===== src/rtl/tdm_tx_pkg.sv =====
package tdm_tx_pkg;

    parameter int unsigned MAX_SLOTS = 16;
    parameter int unsigned SAMPLE_W  = 32;
    parameter int unsigned OFF_W     = 5;

    localparam int unsigned SLOT_W = $clog2(MAX_SLOTS);
    localparam int unsigned DSZ_W  = $clog2(SAMPLE_W);
    localparam int unsigned BIT_W  = $clog2(SAMPLE_W) + 2;

    typedef enum logic [1:0] {
        SZ_DATA = 2'd0,
        SZ_16   = 2'd1,
        SZ_32   = 2'd2,
        SZ_RSVD = 2'd3
    } slot_sz_e;

    typedef enum logic [1:0] {
        PH_OFFSET,
        PH_DATA,
        PH_PAD
    } phase_e;

    typedef struct packed {
        logic [MAX_SLOTS-1:0] mask;
        logic [SLOT_W-1:0]    last_slot;
        slot_sz_e             size_sel;
        logic [DSZ_W-1:0]     dsz_m1;
        logic [OFF_W-1:0]     offset;
        logic                 tristate;
    } cfg_t;

    typedef struct packed {
        logic [SLOT_W-1:0] slot;
        logic [BIT_W-1:0]  bitn;
    } pos_t;

    function automatic logic [BIT_W-1:0] slot_bits(cfg_t c);
        logic [BIT_W-1:0] dbits;
        logic [BIT_W-1:0] fixed;
        dbits = BIT_W'(c.dsz_m1) + BIT_W'(1);
        case (c.size_sel)
            SZ_16:   fixed = BIT_W'(16);
            SZ_32:   fixed = BIT_W'(32);
            default: fixed = dbits;
        endcase
        return (fixed < dbits) ? dbits : fixed;
    endfunction

endpackage


===== src/rtl/tdm_cfg_shadow.sv =====
module tdm_cfg_shadow
    import tdm_tx_pkg::*;
(
    input  logic clk,
    input  logic rst,
    input  logic enable,
    input  cfg_t cfg_d,
    output cfg_t cfg_q
);

    always_ff @(posedge clk) begin
        if (rst) begin
            cfg_q <= '0;
        end else if (!enable) begin
            cfg_q <= cfg_d;
        end
    end

endmodule


===== src/rtl/tdm_slot_seq.sv =====
module tdm_slot_seq
    import tdm_tx_pkg::*;
(
    input  logic                 clk,
    input  logic                 rst,
    input  logic                 enable,
    input  logic                 bclk_en,
    input  logic                 frame_start,
    input  logic [MAX_SLOTS-1:0] mask,
    input  logic [SLOT_W-1:0]    last_slot,
    input  logic [BIT_W-1:0]     slot_len,
    output pos_t                 pos,
    output logic                 running,
    output logic                 adv,
    output logic                 fetch,
    output logic                 cur_active,
    output logic                 next_active
);

    pos_t              pos_q;
    pos_t              pos_n;
    logic              run_q;
    logic [SLOT_W-1:0] succ;

    always_comb begin
        succ = (pos_q.slot == last_slot) ? '0 : pos_q.slot + 1'b1;
    end

    always_comb begin
        pos_n = pos_q;
        if (frame_start) begin
            pos_n = '0;
        end else if (pos_q.bitn == slot_len - 1'b1) begin
            pos_n.bitn = '0;
            pos_n.slot = succ;
        end else begin
            pos_n.bitn = pos_q.bitn + 1'b1;
        end
    end

    always_comb begin
        adv         = enable && bclk_en && (run_q || frame_start);
        fetch       = adv && (pos_n.bitn == '0) && mask[pos_n.slot];
        cur_active  = mask[pos_q.slot];
        next_active = mask[succ];
    end

    always_ff @(posedge clk) begin
        if (rst || !enable) begin
            run_q <= 1'b0;
            pos_q <= '0;
        end else if (adv) begin
            run_q <= 1'b1;
            pos_q <= pos_n;
        end
    end

    assign pos     = pos_q;
    assign running = run_q;

endmodule


===== src/rtl/tdm_bit_shaper.sv =====
module tdm_bit_shaper
    import tdm_tx_pkg::*;
(
    input  logic                clk,
    input  logic                rst,
    input  logic                running,
    input  logic                adv,
    input  logic                fetch,
    input  logic [BIT_W-1:0]    bitn,
    input  logic                cur_active,
    input  logic                next_active,
    input  logic [OFF_W-1:0]    offset,
    input  logic [DSZ_W-1:0]    dsz_m1,
    input  logic                tristate,
    input  logic                s_valid,
    input  logic [SAMPLE_W-1:0] s_data,
    output logic                sd_out,
    output logic                sd_oe,
    output logic                underrun
);

    localparam logic [DSZ_W-1:0] TOP_IDX = DSZ_W'(SAMPLE_W - 1);

    logic [SAMPLE_W-1:0] sh_q;
    logic                has_q;
    logic                und_q;
    logic [BIT_W-1:0]    data_end;
    phase_e              phase;
    logic                bit_v;

    always_comb begin
        data_end = BIT_W'(offset) + BIT_W'(dsz_m1) + BIT_W'(1);
        if (bitn < BIT_W'(offset)) begin
            phase = PH_OFFSET;
        end else if (bitn < data_end) begin
            phase = PH_DATA;
        end else begin
            phase = PH_PAD;
        end
    end

    always_ff @(posedge clk) begin
        if (rst) begin
            sh_q  <= '0;
            has_q <= 1'b0;
            und_q <= 1'b0;
        end else if (fetch) begin
            has_q <= s_valid;
            sh_q  <= s_valid ? (s_data << (TOP_IDX - dsz_m1)) : '0;
            if (!s_valid) begin
                und_q <= 1'b1;
            end
        end else if (adv && phase == PH_DATA) begin
            sh_q <= sh_q << 1;
        end
    end

    always_comb begin
        sd_oe = 1'b0;
        bit_v = 1'b0;
        if (running) begin
            if (!cur_active) begin
                sd_oe = !tristate;
            end else begin
                case (phase)
                    PH_OFFSET: sd_oe = 1'b1;
                    PH_DATA: begin
                        sd_oe = 1'b1;
                        bit_v = has_q && sh_q[SAMPLE_W-1];
                    end
                    default: sd_oe = !(tristate && !next_active);
                endcase
            end
        end
        sd_out = sd_oe && bit_v;
    end

    assign underrun = und_q;

endmodule


===== src/rtl/tdm_slot_tx.sv =====
module tdm_slot_tx
    import tdm_tx_pkg::*;
(
    input  logic                          clk,
    input  logic                          rst,
    input  logic                          enable,
    input  logic                          bclk_en,
    input  logic                          frame_start,
    input  logic [tdm_tx_pkg::MAX_SLOTS-1:0] cfg_slot_mask,
    input  logic [tdm_tx_pkg::SLOT_W-1:0]    cfg_slot_count,
    input  logic [1:0]                    cfg_slot_size,
    input  logic [tdm_tx_pkg::DSZ_W-1:0]     cfg_data_size,
    input  logic [tdm_tx_pkg::OFF_W-1:0]     cfg_first_offset,
    input  logic                          cfg_tristate,
    input  logic                          s_valid,
    input  logic [tdm_tx_pkg::SAMPLE_W-1:0]  s_data,
    output logic                          s_ready,
    output logic                          sd_out,
    output logic                          sd_oe,
    output logic                          underrun
);

    cfg_t             cfg_d;
    cfg_t             cfg_q;
    pos_t             pos;
    logic             running;
    logic             adv;
    logic             fetch;
    logic             cur_active;
    logic             next_active;
    logic [BIT_W-1:0] slot_len;

    always_comb begin
        cfg_d.mask      = cfg_slot_mask;
        cfg_d.last_slot = cfg_slot_count;
        cfg_d.size_sel  = slot_sz_e'(cfg_slot_size);
        cfg_d.dsz_m1    = cfg_data_size;
        cfg_d.offset    = cfg_first_offset;
        cfg_d.tristate  = cfg_tristate;
        slot_len        = slot_bits(cfg_q);
    end

    tdm_cfg_shadow u_shadow (
        .clk    (clk),
        .rst    (rst),
        .enable (enable),
        .cfg_d  (cfg_d),
        .cfg_q  (cfg_q)
    );

    tdm_slot_seq u_seq (
        .clk         (clk),
        .rst         (rst),
        .enable      (enable),
        .bclk_en     (bclk_en),
        .frame_start (frame_start),
        .mask        (cfg_q.mask),
        .last_slot   (cfg_q.last_slot),
        .slot_len    (slot_len),
        .pos         (pos),
        .running     (running),
        .adv         (adv),
        .fetch       (fetch),
        .cur_active  (cur_active),
        .next_active (next_active)
    );

    tdm_bit_shaper u_shaper (
        .clk         (clk),
        .rst         (rst),
        .running     (running),
        .adv         (adv),
        .fetch       (fetch),
        .bitn        (pos.bitn),
        .cur_active  (cur_active),
        .next_active (next_active),
        .offset      (cfg_q.offset),
        .dsz_m1      (cfg_q.dsz_m1),
        .tristate    (cfg_q.tristate),
        .s_valid     (s_valid),
        .s_data      (s_data),
        .sd_out      (sd_out),
        .sd_oe       (sd_oe),
        .underrun    (underrun)
    );

    assign s_ready = fetch;

    a_r1_slot_in_frame: assert property (@(posedge clk) disable iff (rst)
        running |-> (pos.slot <= cfg_q.last_slot));

    a_r3_bit_in_slot: assert property (@(posedge clk) disable iff (rst)
        running |-> (pos.bitn < slot_len));

    a_r2_ready_on_strobe: assert property (@(posedge clk) disable iff (rst)
        s_ready |-> (enable && bclk_en));

    a_r9_underrun_sticky: assert property (@(posedge clk) disable iff (rst)
        underrun |=> underrun);

    a_r10_cfg_frozen: assert property (@(posedge clk) disable iff (rst)
        (running && $past(running)) |-> $stable(cfg_q));

    a_r11_idle_quiet: assert property (@(posedge clk) disable iff (rst)
        (!running && !frame_start) |-> (!sd_oe && !s_ready));

    a_r13_released_low: assert property (@(posedge clk) disable iff (rst)
        !sd_oe |-> !sd_out);

endmodule


===== config.mk =====
export PLATFORM = sky130hd
export DESIGN_NAME = tdm_slot_tx
export DESIGN_NICKNAME = d
export VERILOG_FILES = /design/src/rtl/tdm_tx_pkg.sv /design/src/rtl/tdm_cfg_shadow.sv /design/src/rtl/tdm_slot_seq.sv /design/src/rtl/tdm_bit_shaper.sv /design/src/rtl/tdm_slot_tx.sv
export SDC_FILE = /design/constraint.sdc
export NUM_CORES = 1
export LEC_CHECK = 0
export BUFFER_PORTS_ARGS = -buffer_cell sky130_fd_sc_hd__buf_4
export CAP_MARGIN = 20
export CORE_AREA = 4 4 139 101
export CTS_CLUSTER_SIZE = 40
export DETAILED_ROUTE_END_ITERATION = 12
export DIE_AREA = 0 0 143 105
export HOLD_SLACK_MARGIN = 0.06
export PLACE_DENSITY = 0.86
export SLEW_MARGIN = 20
export SYNTH_ARGS = -nofsm -noshare
export SYNTH_HDL_FRONTEND = slang
export SYNTH_HIERARCHICAL = 1
export SYNTH_SLANG_ARGS = --single-unit

===== constraint.sdc =====
create_clock -name clk -period 6.55 [get_ports clk]
set_input_delay 0.9825 -clock clk [delete_from_list [all_inputs] [get_ports clk]]
set_output_delay 0.9825 -clock clk [all_outputs]
set_load 0.05 [all_outputs]

==> key figures, run 1 <==
Die
  • DIE AREA: 0.0150 mm2
  • DIE WIDTH: 143 um
  • Core area: 0.0128 mm2
  • Num rows: 35
  • Io pins: 75
  • Initial Utilization: 52.4%
  • Die height: 105 um

STA
  • Fin Setup TNS: 0 ns
  • FMAX: 154 MHz
  • Final min period: 6.49 ns
  • Final Hold Fails: 0
  • Final setup viols: 0
  • Final Max Slew Viols: 0
  • Clock skew: 0.0125 ns
  • Tightest Pin Transition: 0.991 ns
  • Worst hold slack: 0.507 ns
  • Tcrit/Tclk final: 99.2%
  • Slew HR: 33.8%

Synthesis
  • Compound-Gate Fraction of Synth Area: 19.8%
  • Warnings from Yosys: 6
  • Post-synthesis register bit count: 79
  • Simple-Gate Fraction of Synth Area: 15.2%
  • Sequential element share of the synthesized area: 23.5%
  • Syn_area_per_cell: 9.32 um2
  • Asr flop ratio synth: 0%
  • Cell count after synthesis: 721
  • Area of the mapped netlist: 0.00672 mm2
  • Largest family of logic cells by synthesized area: multiplexers
  • Xor and xnor area share after synthesis: 3.20%
  • Synth unique cells: 83
  • Mux contribution to synthesized area: 26.9%
  • Synth Flop Type: dfxtp_1
  • Adder-cell share of the synthesized area: 4.38%
  • EDFF count, synth: 0

Worst setup path
  • Worst path cell trace: ha_4, or4b_4, o22a_1, maj3_2, a211oi_4, and2b_2, inv_2, ha_4, or3b_4, a211oi_2, and4_1, o211a_4, mux2i_4, mux4_2, nand2_1, a211o_1, o31ai_4, buf_12, buf_6
  • Crit path max fanout: 6
  • CP Data Required Time: 5.57 ns
  • Critical path class: flip-flop to output port
  • Crit-path slowest cell: mux4_2
  • Worst path top cell family by delay: simple AND/OR/NAND/NOR gates
  • CP Buf/Inv Count: 3
  • Setup crit end kind: output port
  • Critical Path Max Stage Delay: 0.54 ns
  • WP data arrival: 5.51 ns
  • Most common cell on crit path: ha_4
  • Crit path launch type: flip-flop

Global route
  • Largest net degree at the start of global routing: 68
  • Global route overflow: 0
  • First-pass GRT wire length: 29,300 um
  • Antenna violations before repair: 0
  • Vias in the first global route: 5,631
  • Total GRT Usage: 23.9%

Detailed routing
  • Vias per inst: 6.51
  • DRT antenna net count: 0
  • WL final: 18,700 um
  • Via Count: 6,233
  • Pre-Repair DR Iteration Count: 6
  • Routed len/inst: 19.6 um
  • Starting DRT DRC Count: 917
  • Post-route DRC violation count: 0

Final layout
  • Layout cells sized above 1: 27.7%
  • # nets final: 879
  • Ant. Diodes: 0
  • Area growth from synthesis to layout: 16.5%
  • Finished Core Util: 61.0%

Pwr
  • Comb power frac: 27.3%
  • Cell internal pwr: 0.959 mW
  • Sw Share: 31.7%
  • Pwr Total: 1.41 mW
  • Leakage: 3.05 nW
  • Clk network pwr share: 35.1%
  • Net Switching: 0.446 mW
  • Maximum vdd drop: 116 uV
  • Sequential share of power: 37.6%
  • Pwr per Cell Area: 180 mW/mm2

Clocking
  • CTS tree: built
  • Clock tree buffer depth: 2
  • Clock-pin slew on the worst setup and hold paths: 0.06 ns
  • Clock root buffer: clkbuf_16
  • Post-CTS Hold Buffers: 0
  • Clock tree sinks: 79
  • H-tree depth: 3
  • Clock latency on the worst-skew pair: 0.36 ns
  • Clock buffer count from CTS: 9

Status
  • Status: complete, no violations

Flow run
  • Maxcap violations: 0

Hold path
  • Worst min path class: flip-flop to flip-flop

Placement
  • DPL Wire Length: 12,800 um
  • Routability cong.: 0.968
  • PortBufs: 74
tightest hold or removal path, delay by kind of cell, from the launching register on:
family          cells  cell delay [ns]
flops               1             0.32
compound gates      2             0.15
flip-flops by register name, summed over array words and instances (netlist names):
| name | cells |
|---|---|
| u_shaper/has_q | 1 |
| u_shadow/cfg_q | 33 |
| u_shaper/sh_q | 32 |
| u_seq/running | 1 |
| u_seq/pos | 11 |
| u_shaper/underrun | 1 |
layer usage:
metal / GRT usage (%) / share of wire (%) / vias up
met5: 0 / 0 / -
met4: 6.17 / 2.4 / 0
met3: 7.37 / 11 / 60
met2: 33.4 / 43 / 380
met1: 35.6 / 44 / 2953
li1: - / - / 2840
cells in the mapped netlist, drive strengths merged (3+ instances only):
cell type / number / area share [%]
nor2: 112 / 6.4
mux2i: 81 / 13
dfxtp: 79 / 24
mux4: 36 / 12
buf: 33 / 4.0
nand2: 33 / 1.8
a221oi: 28 / 3.9
clkbuf: 26 / 1.5
inv: 26 / 1.5
a21oi: 22 / 1.6
ha: 21 / 3.9
o21ai: 19 / 1.5
a211oi: 16 / 2.0
o22ai: 13 / 1.2
nand3: 11 / 0.82
xnor2: 11 / 1.4
xor2: 11 / 1.4
a2111oi: 10 / 2.5
mux2: 10 / 1.8
nor2b: 9 / 0.84
and3: 8 / 0.76
nand2b: 7 / 0.65
o31ai: 7 / 0.78
a21o: 6 / 0.67
nor3: 6 / 0.45
o211ai: 6 / 0.67
or3: 6 / 0.56
a22oi: 4 / 0.45
a31oi: 4 / 0.37
nand3b: 4 / 0.45
nand4: 4 / 0.37
nor4: 4 / 0.37
a2bb2oi: 3 / 0.39
and2: 3 / 0.30
o21a: 3 / 0.34
o221ai: 3 / 0.39
through the flow:
| step | std cells | setup WS (ns) | instance area [um2] |
|---|---|---|---|
| after floorplan | 722 | 0.158 | 6740 |
| after global placement | 919 | 0.201 | 7270 |
| after detailed placement | 919 | -0.0232 | 7270 |
| after CTS | 945 | 0.0251 | 7660 |
| after global routing | 957 | -0.0366 | 7820 |
| final | 957 | 0.0552 | 7820 |
power by group through the flow:
stage	clock, mW	sequential [mW]	combinational [mW]
final	0.493	0.528	0.384
after global routing	0.514	0.531	0.409
after CTS	0.497	0.528	0.359
after detailed placement	0	0.538	0.347
after global placement	0	0.538	0.341
after floorplan	0	0.531	0.259
path summary, 6_finish.rpt:
path / start / to / slack [ns] / cells past startpoint
worst min register to register: u_shaper/sh_q[0]$_SDFFE_PP0P_ / u_shaper/sh_q[0]$_SDFFE_PP0P_ / 0.51 / 2
worst max-delay path: u_shadow/cfg_q[6]$_SDFFE_PP0N_ / s_ready / 0.06 / 19
worst max register to register: u_shadow/cfg_q[6]$_SDFFE_PP0N_ / u_shaper/sh_q[26]$_SDFFE_PP0P_ / 0.13 / 22
worst min-delay path: u_shaper/sh_q[0]$_SDFFE_PP0P_ / u_shaper/sh_q[0]$_SDFFE_PP0P_ / 0.51 / 2
area by class of cell:
| cell class | instances | area (um2) |
|---|---|---|
| Multi-Input combinational cell | 557 | 4750 |
| Clock buffer | 10 | 239 |
| Inverter | 27 | 101 |
| Sequential cell | 79 | 1590 |
| Tap cell | 166 | 208 |
| Fill cell | 1006 | 5010 |
| Timing Repair Buffer | 112 | 891 |
| Clock inverter | 6 | 50.0 |
what timing repair did:
| action | 4_1_cts | 5_1_grt |
|---|---|---|
| endpoints found under the hold margin | 0 | 0 |
| resized for setup | 6 | 12 |
| endpoints found under the setup margin | 5 | 19 |
| pin swaps | 3 | 6 |
| setup buffers | 10 | 11 |
| cloned | 0 | 1 |
layout by cell type, fill, tap and decap left out, types with 7 or more instances in the layout:
master,count
nor2b_1,9
mux4_2,36
nand2_1,33
xnor2_1,11
a211oi_1,14
mux2i_1,75
and3_1,7
clkbuf_16,10
dfxtp_1,77
o21ai_0,12
nand3_1,11
inv_1,23
a2111oi_2,7
ha_1,19
nor2_1,108
buf_4,107
a21oi_1,22
o22ai_1,13
xor2_1,11
a221oi_1,25
logic make-up after synthesis:
logic type	after synthesis
adders and majority gates	23
other	1
xor gates and xnor gates	23
buffers and inverters	86
muxes	127
AOI/OAI and AO/OA	164
DFF	79
and+or+nand+nor	218
Note: power is estimated with default switching activity, not from simulation.
==> run 2: changes to the inputs <==
--- a/config.mk
+++ b/config.mk
@@ -16,5 +16,4 @@
 export SLEW_MARGIN = 20
 export SYNTH_ARGS = -nofsm -noshare
 export SYNTH_HDL_FRONTEND = slang
-export SYNTH_HIERARCHICAL = 1
 export SYNTH_SLANG_ARGS = --single-unit
==> run 2 against run 1 <==
Effect of this change:
- die area stayed put
- count of clock-buffer cells in the layout shrank 1
- first-iteration DRC count fell by 35%
- utilization decreased by 0.98 points
- largest cell class unchanged
- setup slack improved by 0.13 ns
- clock skew about the same
- largest power group is now the clock network
- total power rose by 2.4%
- synthesized cell count up 9.4%
- hold slack worse by 0.038 ns
- sequential power shrank 3%
- via count fell by 2.0%
==> key figures, run 2 <==
Synthesis
  • Sequential element share of the synthesized area: 23.6%
  • EDFF count, synth: 0
  • Area of the mapped netlist: 0.00671 mm2
  • Synth unique cells: 64
  • Post-synth top area share: 23.6%
  • Warnings from Yosys: 0
  • Synth cell count leaders: 116 x nor2_1, 101 x mux2i_1, 79 x dfxtp_1
  • Syn_nets: 886
  • Post-synthesis register bit count: 79
  • Synth Flop Type: dfxtp_1
  • Area leader, netlist: dfxtp_1
  • Count leader, synth: nor2_1
  • Asr flop ratio synth: 0%
  • Synth area leaders: dfxtp_1 24%, mux2i_1 15%, mux4_2 7.4%, nor2_1 6.5%, ha_1 4.7%
  • Cell count after synthesis: 789
  • Syn_area_per_cell: 8.50 um2

Placement
  • # placed instances: 979
  • Area after DPL: 0.00728 mm2
  • PortBufs: 74
  • Routability cong.: 0.955
  • DPL Wire Length: 12,600 um

Clocking
  • Clock buffer count from CTS: 9
  • Clock root buffer: clkbuf_16
  • H-tree depth: 3
  • Clock tree buffer depth: 2
  • Clock-pin slew on the worst setup and hold paths: 0.07 ns
  • CTS tree: built
  • Clock tree sinks: 79
  • Clock latency on the worst-skew pair: 0.35 ns

Global route
  • Total GRT Usage: 23.0%
  • Global route overflow: 0
  • First-pass GRT wire length: 28,200 um
  • Largest net degree at the start of global routing: 72
  • Vias in the first global route: 5,660
  • Antenna violations before repair: 0

Detailed routing
  • Vias per inst: 6.11
  • Routed len/inst: 17.5 um
  • Post-route DRC violation count: 0
  • Starting DRT DRC Count: 592
  • Via Count: 6,109
  • WL final: 17,500 um
  • Pre-Repair DR Iteration Count: 5
  • DRT antenna net count: 0

Pwr
  • Maximum vdd drop: 166 uV
  • Pwr per Cell Area: 187 mW/mm2
  • Leakage: 3.35 nW
  • Pwr Total: 1.44 mW

Final layout
  • Final instance area: 0.00770 mm2
  • Area growth from synthesis to layout: 14.8%
  • Ant. Diodes: 0
  • Commonest cells after routing, fill and taps aside: 116 x nor2_1, 101 x mux2i_1, 87 x buf_4
  • # nets final: 926
  • Finished Core Util: 60.0%
  • Post-route insts no fill: 1,000
  • Layout cells sized above 1: 21.0%
  • Most flops, register: u_shadow.cfg_q
  • Max reg flops: 33
  • Biggest regs: u_shadow.cfg_q x33, u_shaper.sh_q x32, u_seq.pos x11
  • Most common cell after layout, fill and taps aside: nor2_1

STA
  • Slew HR: 35.5%
  • Final Max Slew Viols: 0
  • Final setup viols: 0
  • FMAX: 157 MHz
  • Tcrit/Tclk final: 97.2%
  • Fin Setup TNS: 0 ns
  • Tightest Pin Transition: 0.964 ns
  • Final min period: 6.36 ns
  • Final Hold Fails: 0
  • Clock skew: 0.0124 ns

Worst setup path
  • Crit path max fanout: 6
  • Setup crit end kind: output port
  • CP Data Required Time: 5.57 ns
  • WP data arrival: 5.38 ns
  • Critical path class: flip-flop to output port
  • Crit path launch type: flip-flop

Die
  • Initial Utilization: 52.3%
  • Die height: 105 um
  • Core area: 0.0128 mm2
  • Num rows: 35
  • Io pins: 75
  • DIE AREA: 0.0150 mm2
  • DIE WIDTH: 143 um

Hold path
  • Worst min path class: flip-flop to flip-flop

Flow run
  • Maxcap violations: 0

Status
  • Status: complete, no violations
run 2: where the power goes:
group	internal [mW]	switching [mW]
registers	0.493	0.0164
clock network	0.343	0.230
logic	0.160	0.197
run 2: final cells by class:
type | instances | area [um2]
fill | 1061 | 5130
multi-input combinational | 630 | 4830
sequential | 79 | 1590
timing repair buffer | 87 | 653
clock buffer | 9 | 225
tap | 166 | 208
clock inverter | 7 | 109
inverter | 22 | 82.6
run 2: final timing paths:
path	endpoint	from	slack [ns]	cells past startpoint
worst max-delay path	s_ready	u_shadow.cfg_q[11]$_SDFFE_PP0N_	0.19	20
worst min-delay path	u_shaper.underrun$_SDFFE_PP0P_	u_shaper.underrun$_SDFFE_PP0P_	0.47	2
worst max register to register	u_shaper.sh_q[16]$_SDFFE_PP0P_	u_shadow.cfg_q[11]$_SDFFE_PP0N_	0.76	20
worst min register to register	u_shaper.underrun$_SDFFE_PP0P_	u_shaper.underrun$_SDFFE_PP0P_	0.47	2
run 2: per-layer routing:
layer | up-vias | share of wire (%) | GRT usage (%)
met5 | - | 0 | 0
met4 | 0 | 0.63 | 3.26
met3 | 13 | 11 | 7.27
met2 | 294 | 44 | 34.7
met1 | 2865 | 45 | 33.0
li1 | 2937 | - | -
run 2: what timing repair did:
action	CTS	global route
endpoints found under the setup margin	1	1
buffers inserted	0	4
gates resized for setup	2	8
gates cloned	0	1
hold buffers	0	0
pin swaps	0	5
run 2: cells by family after synthesis:
family / count (synthesis) / share of synthesized area [%]
mux: 174 / 31.0
buf+inv: 81 / 5.06
simple gates: 261 / 18.0
fa+ha+maj: 26 / 4.96
xor+xnor: 22 / 2.99
flops: 79 / 23.6
compound gates: 146 / 14.4
run 2: critical path, stage by stage, from the launching register on:
cell	delay [ns]
dfxtp_1	0.37
inv_1	0.06
ha_2	0.41
mux2_2	0.37
ha_1	0.31
a21oi_2	0.21
o211ai_1	0.20
nand2_2	0.16
nand2_1	0.07
ha_1	0.28
xnor2_1	0.27
mux2i_1	0.14
a211oi_2	0.39
buf_4	0.18
o2111a_1	0.26
a211oi_1	0.07
a2111oi_0	0.46
o22ai_1	0.18
a211oi_4	0.39
inv_2	0.05
buf_4	0.19
run 2: stage by stage:
stage	hold WS, ns	worst slack (ns)
3_3_place_gp	0.451	0.594
2_1_floorplan	0.447	0.0540
6_report	0.469	0.186
4_1_cts	0.474	0.149
5_1_grt	0.501	-0.0229
3_5_place_dp	0.456	0.360
